[config.mk]
export PLATFORM = sky130hd
export DESIGN_NAME = pwin_finder
export DESIGN_NICKNAME = d
export VERILOG_FILES = /design/src/rtl/pwin_pkg.sv /design/src/rtl/pwin_tap_select.sv /design/src/rtl/pwin_pass_tally.sv /design/src/rtl/pwin_marker_guard.sv /design/src/rtl/pwin_finder.sv
export SDC_FILE = /design/constraint.sdc
export NUM_CORES = 1
export LEC_CHECK = 0
export BUFFER_PORTS_ARGS = -buffer_cell sky130_fd_sc_hd__buf_2
export CORE_ASPECT_RATIO = 0.9
export CORE_MARGIN = 1
export CORE_UTILIZATION = 55
export CTS_BUF_LIST = sky130_fd_sc_hd__clkbuf_4
export DETAILED_ROUTE_END_ITERATION = 12
export PLACE_DENSITY = 0.77
export SLEW_MARGIN = 5
export SYNTH_ARGS = -nofsm -noshare
export SYNTH_HDL_FRONTEND = slang
export SYNTH_SLANG_ARGS = --single-unit
[constraint.sdc]
create_clock -name clk -period 3.9 [get_ports clk]
set_clock_uncertainty 0.1 [all_clocks]
set_input_delay 0.195 -clock clk [delete_from_list [all_inputs] [get_ports clk]]
set_output_delay 0.195 -clock clk [all_outputs]
set_load 0.005 [all_outputs]
[src/rtl/pwin_pkg.sv]
package pwin_pkg;
    typedef enum logic [2:0] {
        S_IDLE   = 3'd0,
        S_COUNT  = 3'd1,
        S_PROBE  = 3'd2,
        S_RFWD   = 3'd3,
        S_RBACK  = 3'd4,
        S_LSCAN  = 3'd5,
        S_FIN    = 3'd6
    } pwin_state_e;
endpackage

[src/rtl/pwin_tap_select.sv]
module pwin_tap_select #(
    parameter int TAPS  = 64,
    parameter int IDX_W = $clog2(TAPS)
) (
    input  logic [TAPS-1:0]  vec,
    input  logic [IDX_W-1:0] idx,
    output logic             failed
);
    assign failed = vec[idx];
endmodule

[src/rtl/pwin_pass_tally.sv]
module pwin_pass_tally #(
    parameter int TAPS = 64,
    parameter int CW   = $clog2(TAPS) + 1
) (
    input  logic          clk,
    input  logic          rst_n,
    input  logic          clear,
    input  logic          en,
    input  logic          failed,
    output logic [CW-1:0] passes
);
    logic [CW-1:0] cnt_d, cnt_q;

    always_comb begin
        cnt_d = cnt_q;
        if (clear)
            cnt_d = '0;
        else if (en && !failed)
            cnt_d = cnt_q + 1'b1;
    end

    always_ff @(posedge clk or negedge rst_n) begin
        if (!rst_n) cnt_q <= '0;
        else        cnt_q <= cnt_d;
    end

    assign passes = cnt_q;


    tally_bound_chk: assert property (@(posedge clk) disable iff (!rst_n)
        cnt_q <= CW'(TAPS));
endmodule

[src/rtl/pwin_marker_guard.sv]
module pwin_marker_guard #(
    parameter int TAPS = 64,
    parameter int MK_W = $clog2(TAPS) + 2
) (
    input  logic [MK_W-1:0] lo_mark,
    input  logic [MK_W-1:0] hi_mark,
    output logic            bad
);
    localparam logic [MK_W-1:0] LAST_T = MK_W'(TAPS - 1);
    localparam logic [MK_W-1:0] WRAP_T = MK_W'(2 * TAPS - 1);

    assign bad = (lo_mark > LAST_T) || (hi_mark < lo_mark) || (hi_mark > WRAP_T);
endmodule

[src/rtl/pwin_finder.sv]
module pwin_finder
    import pwin_pkg::*;
#(
    parameter int TAPS  = 64,
    parameter int IDX_W = $clog2(TAPS),
    parameter int EP_W  = IDX_W + 1,
    parameter int MK_W  = EP_W + 1,
    parameter int DF_W  = EP_W + 1
) (
    input  logic                   clk,
    input  logic                   rst_n,
    input  logic                   start,
    input  logic [TAPS-1:0]        fail_vec,
    input  logic [MK_W-1:0]        lo_mark,
    input  logic [MK_W-1:0]        hi_mark,
    output logic                   busy,
    output logic                   done,
    output logic                   err,
    output logic [EP_W-1:0]        left_ep,
    output logic [EP_W-1:0]        right_ep,
    output logic signed [DF_W-1:0] hi_diff,
    output logic signed [DF_W-1:0] lo_diff
);
    localparam logic [EP_W-1:0] END_T  = EP_W'(TAPS - 1);
    localparam logic [EP_W-1:0] WRAP_T = EP_W'(2 * TAPS - 1);
    localparam logic [EP_W-1:0] FULL_T = EP_W'(TAPS);

    typedef struct packed {
        pwin_state_e     state;
        logic [TAPS-1:0] vec;
        logic [EP_W-1:0] lo;
        logic [EP_W-1:0] hi;
        logic [EP_W-1:0] cur;
        logic [EP_W-1:0] lmt;
        logic [EP_W-1:0] left;
        logic [EP_W-1:0] right;
        logic [DF_W-1:0] hd;
        logic [DF_W-1:0] ld;
        logic            done;
        logic            err;
    } fsm_t;

    fsm_t q, d;

    logic             bad;
    logic             tap_fail;
    logic [IDX_W-1:0] sel;
    logic [EP_W-1:0]  passes;
    logic             tally_clr;
    logic             tally_en;

    pwin_marker_guard #(.TAPS(TAPS), .MK_W(MK_W)) guard_i (
        .lo_mark (lo_mark),
        .hi_mark (hi_mark),
        .bad     (bad)
    );

    assign sel = (q.state == S_PROBE) ? q.hi[IDX_W-1:0] : q.cur[IDX_W-1:0];

    pwin_tap_select #(.TAPS(TAPS), .IDX_W(IDX_W)) tsel_i (
        .vec    (q.vec),
        .idx    (sel),
        .failed (tap_fail)
    );

    assign tally_clr = (q.state == S_IDLE) && start;
    assign tally_en  = (q.state == S_COUNT);

    pwin_pass_tally #(.TAPS(TAPS), .CW(EP_W)) tally_i (
        .clk    (clk),
        .rst_n  (rst_n),
        .clear  (tally_clr),
        .en     (tally_en),
        .failed (tap_fail),
        .passes (passes)
    );

    always_comb begin
        d      = q;
        d.done = 1'b0;
        unique case (q.state)
            S_IDLE: begin
                if (start) begin
                    d.vec   = fail_vec;
                    d.lo    = lo_mark[EP_W-1:0];
                    d.hi    = hi_mark[EP_W-1:0];
                    d.err   = 1'b0;
                    d.left  = '0;
                    d.right = '0;
                    d.hd    = '0;
                    d.ld    = '0;
                    d.cur   = '0;
                    if (bad) begin
                        d.done = 1'b1;
                        d.err  = 1'b1;
                    end else begin
                        d.state = S_COUNT;
                    end
                end
            end
            S_COUNT: begin
                if (q.cur[IDX_W-1:0] == IDX_W'(TAPS - 1))
                    d.state = S_PROBE;
                else
                    d.cur = q.cur + 1'b1;
            end
            S_PROBE: begin
                d.cur = q.hi;
                if (passes == '0) begin
                    d.err   = 1'b1;
                    d.state = S_FIN;
                end else if (passes == FULL_T) begin
                    d.left  = '0;
                    d.right = END_T;
                    d.err   = 1'b1;
                    d.state = S_FIN;
                end else if (!tap_fail) begin
                    d.lmt   = (q.hi > END_T) ? WRAP_T : q.hi + END_T;
                    d.state = S_RFWD;
                end else begin
                    d.lmt   = (q.hi > END_T) ? q.hi - END_T : '0;
                    d.state = S_RBACK;
                end
            end
            S_RFWD: begin
                if (tap_fail) begin
                    d.right = q.cur - 1'b1;
                    d.cur   = q.cur - 1'b1;
                    d.lmt   = (q.cur - 1'b1 > END_T) ? q.cur - 1'b1 - END_T : '0;
                    d.state = S_LSCAN;
                end else if (q.cur == q.lmt) begin
                    d.err   = 1'b1;
                    d.state = S_FIN;
                end else begin
                    d.cur = q.cur + 1'b1;
                end
            end
            S_RBACK: begin
                if (!tap_fail) begin
                    d.right = q.cur;
                    d.lmt   = (q.cur > END_T) ? q.cur - END_T : '0;
                    d.state = S_LSCAN;
                end else if (q.cur == q.lmt) begin
                    d.err   = 1'b1;
                    d.state = S_FIN;
                end else begin
                    d.cur = q.cur - 1'b1;
                end
            end
            S_LSCAN: begin
                if (tap_fail) begin
                    d.left  = q.cur + 1'b1;
                    d.state = S_FIN;
                end else if (q.cur == q.lmt) begin
                    d.err   = 1'b1;
                    d.state = S_FIN;
                end else begin
                    d.cur = q.cur - 1'b1;
                end
            end
            S_FIN: begin
                d.done  = 1'b1;
                d.state = S_IDLE;
                if (!q.err) begin
                    d.hd = {1'b0, q.right} - {1'b0, q.hi};
                    d.ld = {1'b0, q.lo} - {1'b0, q.left};
                end
            end
            default: d.state = S_IDLE;
        endcase
    end

    always_ff @(posedge clk or negedge rst_n) begin
        if (!rst_n) q <= '0;
        else        q <= d;
    end

    assign busy     = (q.state != S_IDLE);
    assign done     = q.done;
    assign err      = q.err;
    assign left_ep  = q.left;
    assign right_ep = q.right;
    assign hi_diff  = q.hd;
    assign lo_diff  = q.ld;


    done_pulse_chk: assert property (@(posedge clk) disable iff (!rst_n)
        done |=> !done);


    busy_accept_chk: assert property (@(posedge clk) disable iff (!rst_n)
        (start && !busy && !bad) |=> busy);


    bad_marker_chk: assert property (@(posedge clk) disable iff (!rst_n)
        (start && !busy && bad) |=> (done && err));


    span_order_chk: assert property (@(posedge clk) disable iff (!rst_n)
        (done && !err) |-> (right_ep >= left_ep));


    span_width_chk: assert property (@(posedge clk) disable iff (!rst_n)
        (done && !err) |-> ((right_ep - left_ep) <= EP_W'(TAPS - 2)));
endmodule

==> results.md <==
* Outcome: complete, no violations
* 1st-pass router iterations at 7
* # IOs at 116
* Routability cong. at 0.973
* Clock Tree Buf Depth at 2
* DR iter-0 viols at 758
* Post-CTS Setup Repair Bufs at 0
* Worst path arrival time at 3.93 ns
* Cell count after placement at 1238
* Metal2 WL at 11.1 mm
* Setup Viol. Count Final at 0
* Worst Setup Path Type: register to register
* Post-synth top cells: nand2_1 (257), dfrtp_1 (134), o21ai_0 (49), clkbuf_1 (45), inv_1 (39)
* First-pass GRT wire length at 38.4 mm
* Buf/Inv on CP at 1
* Max Fclk at 0.279 GHz
* Final setup margin at 0.314 ns
* Die height at 119 um
* GR Overflow Total at 0
* Max transition margin at 0.467
* Clk Latency, worst-skew pair at 0.57 ns
* Initial core utilization at 0.566
* Crit Path Max Fanout at 10
* Register Area at 3350 um2
* Critical path startpoint category: register
* Avg Cell Area, Syn at 8.46 um2
* Site Rows at 42
* Number of global-route vias before repair at 7570
* Synth area leader: dfrtp_1
* Period utilization at 0.919
* Syn-to-layout area delta at 20.2%
* Setup Total Neg Slack at 0 ns
* Highest metal used: met5
* Peak VDD IR at 0.248 mV
* Pre-CTS setup slack at 0.293 ns
* DP HPWL at 15.5 mm
* Top cell type's share of synthesized area at 0.401
* Max-capacitance violation count at 0
* Distinct cells, synth at 71
* Average wire per standard cell at 17.5 um
* Initial antenna violation count at 1
* Total die area at 15700 um2
* Htree depth at 4
* Clk pin slew, worst setup/hold paths at 0.12 ns
* Fillers at 1191
* Most common cell in the netlist: nand2_1
* DR vias/cell at 5.73
* Tmin final at 3.59 ns
* Tot Pwr at 0.00305 W
* Leak at 4.95 nW
* Slew @ Worst Pin at 0.797 ns
* IO Port Bufs at 115
* Antenna Nets Post-Route at 0
* Core Region at 14800 um2
* RSZ-0062 raised after global routing: no
* Met3 wire len at 1.52 mm
* Slowest CP cell: or3b_1
* Slew Viols, Final at 0
* CTS sink cnt at 134
* WP data required at 4.24 ns
* Total track usage at 0.313
* Multi-input gate area at 4360 um2
* Slowest stage delay, CP at 0.51 ns
* DRC at 0
* DRT Wirelength at 23.5 mm
* Final non-filler cell total at 1349
* Top delay family on crit path: simple AND/OR/NAND/NOR gates
* CTS tree: built
* Syn Std Cell Area at 8360 um2
* Met1 Routed Length at 10.1 mm
* Core Util, Final at 0.680
* Num CTS Buffers at 17
* Post-Syn Nets at 1100
* Vias at 7727
* Final net count at 1250
* Largest net degree at the start of global routing at 89
* CP Cell Sequence: or3b_1 > mux2i_4 > buf_4 > mux2i_1 > o21bai_1 > nor4_1 > a22oi_2 > nor2_2 > nor2_2 > o21ai_4 > mux2_1
* Layout cells sized above 1 at 0.172
* Cells after Synth at 988
* Crit path top cell by count: nor2_2
* Area contributors post-synth: dfrtp_1 (40%), nand2_1 (12%), ha_1 (4.0%)
* Yosys reg bits at 134
* Number of synthesized flops with an enable pin at 0
* Synth Warn # at 0
* Crit. End Element: register
* Root Buffer: clkbuf_4
* Chip width at 132 um
* Final Hold Fails at 0
* Post-synth top flop: dfrtp_1
* Ant diodes at 0
* PwrDens at 304 nW/um2
* Worst hold path type: input port to async pin
* Register area share after synthesis at 0.401
* Ys async rst share at 1.00
[cells by family (layout without fill, tap and decap cells)]
logic type | count (synthesis) | after routing | synth area share
fa+ha+maj | 30 | 30 | 0.0464
flops | 134 | 134 | 0.401
xor+xnor | 46 | 46 | 0.0482
mux | 44 | 44 | 0.0564
simple gates | 394 | 394 | 0.205
compound gates | 208 | 208 | 0.164
buf+inv | 132 | 295 | 0.0786
[power by group]
group / switching [W] / leakage, nW / internal (W)
Combinational: 0.000205 / 3.16 / 0.000206
Clock: 0.000564 / 0.181 / 0.000526
Sequential: 0.0000830 / 1.61 / 0.00147
Total: 0.000852 / 4.95 / 0.00220
[state kept, by name, summed over array words and instances, names as in the netlist]
name / count
done: 1
err: 1
left_ep: 7
hi_diff: 8
lo_diff: 8
q: 95
right_ep: 7
tally_i.passes: 7
[area by class of cell]
class,instances,area share
Clock buffer,18,0.0134
Clock inverter,14,0.0197
Inverter,41,0.0153
Multi-Input combinational cell,722,0.434
Sequential cell,134,0.334
Tap cell,198,0.0247
Timing Repair Buffer,222,0.159
[final timing paths]
kind / slack [ns] / endpoint / depth (start not counted) / from
max reg2reg: 0.31 / right_ep[2]$_DFFE_PN0P_ / 11 / q[124]$_DFFE_PN0P_
min: 0.08 / q[33]$_DFFE_PN0P_ / 2 / rst_n
max in group asynchronous: 2.70 / q[114]$_DFFE_PN0P_ / 3 / rst_n
min reg2reg: 0.39 / q[95]$_DFFE_PN0P_ / 2 / q[95]$_DFFE_PN0P_
min in group clk: 0.09 / q[125]$_DFFE_PN0P_ / 4 / start
max: 0.31 / right_ep[2]$_DFFE_PN0P_ / 11 / q[124]$_DFFE_PN0P_
[placed cells by master, fill, tap and decap left out, types with 7 or more instances in the layout]
| master | n |
|---|---|
| a21oi_1 | 37 |
| nand4_1 | 7 |
| nand3_1 | 34 |
| buf_2 | 114 |
| o22ai_1 | 12 |
| o21ai_0 | 48 |
| clkbuf_4 | 18 |
| a22oi_1 | 18 |
| dlygate4sd3_1 | 79 |
| mux2_1 | 10 |
| o21ai_1 | 15 |
| nor3_1 | 12 |
| ha_1 | 27 |
| a211oi_1 | 8 |
| a21o_1 | 23 |
| nor2_1 | 32 |
| xnor2_1 | 29 |
| xor2_1 | 17 |
| nand2_1 | 257 |
| inv_1 | 39 |
| dfrtp_1 | 134 |
| buf_4 | 27 |
| mux2i_1 | 28 |
[through the flow]
step / hold slack [ns] / cell area (um2)
after detailed placement: 0.162 / 8920
final: 0.0787 / 10000
after global routing: 0.0883 / 10000
after CTS: 0.0593 / 10000
after floorplan: -0.201 / 8360
after global placement: 0.157 / 8920
[layer usage]
metal	up-vias	global-route usage
met3	66	0.0566
met4	2	0.156
met2	351	0.495
met1	3641	0.414
li1	3667	-
met5	-	0
[timing repair]
action / 4_1_cts / 5_1_grt
gates resized for setup: 0 / 2
setup endpoints to repair: 0 / 8
hold buffers: 79 / 0
hold endpoints to repair: 149 / 0
(Power assumes the default switching activity.)
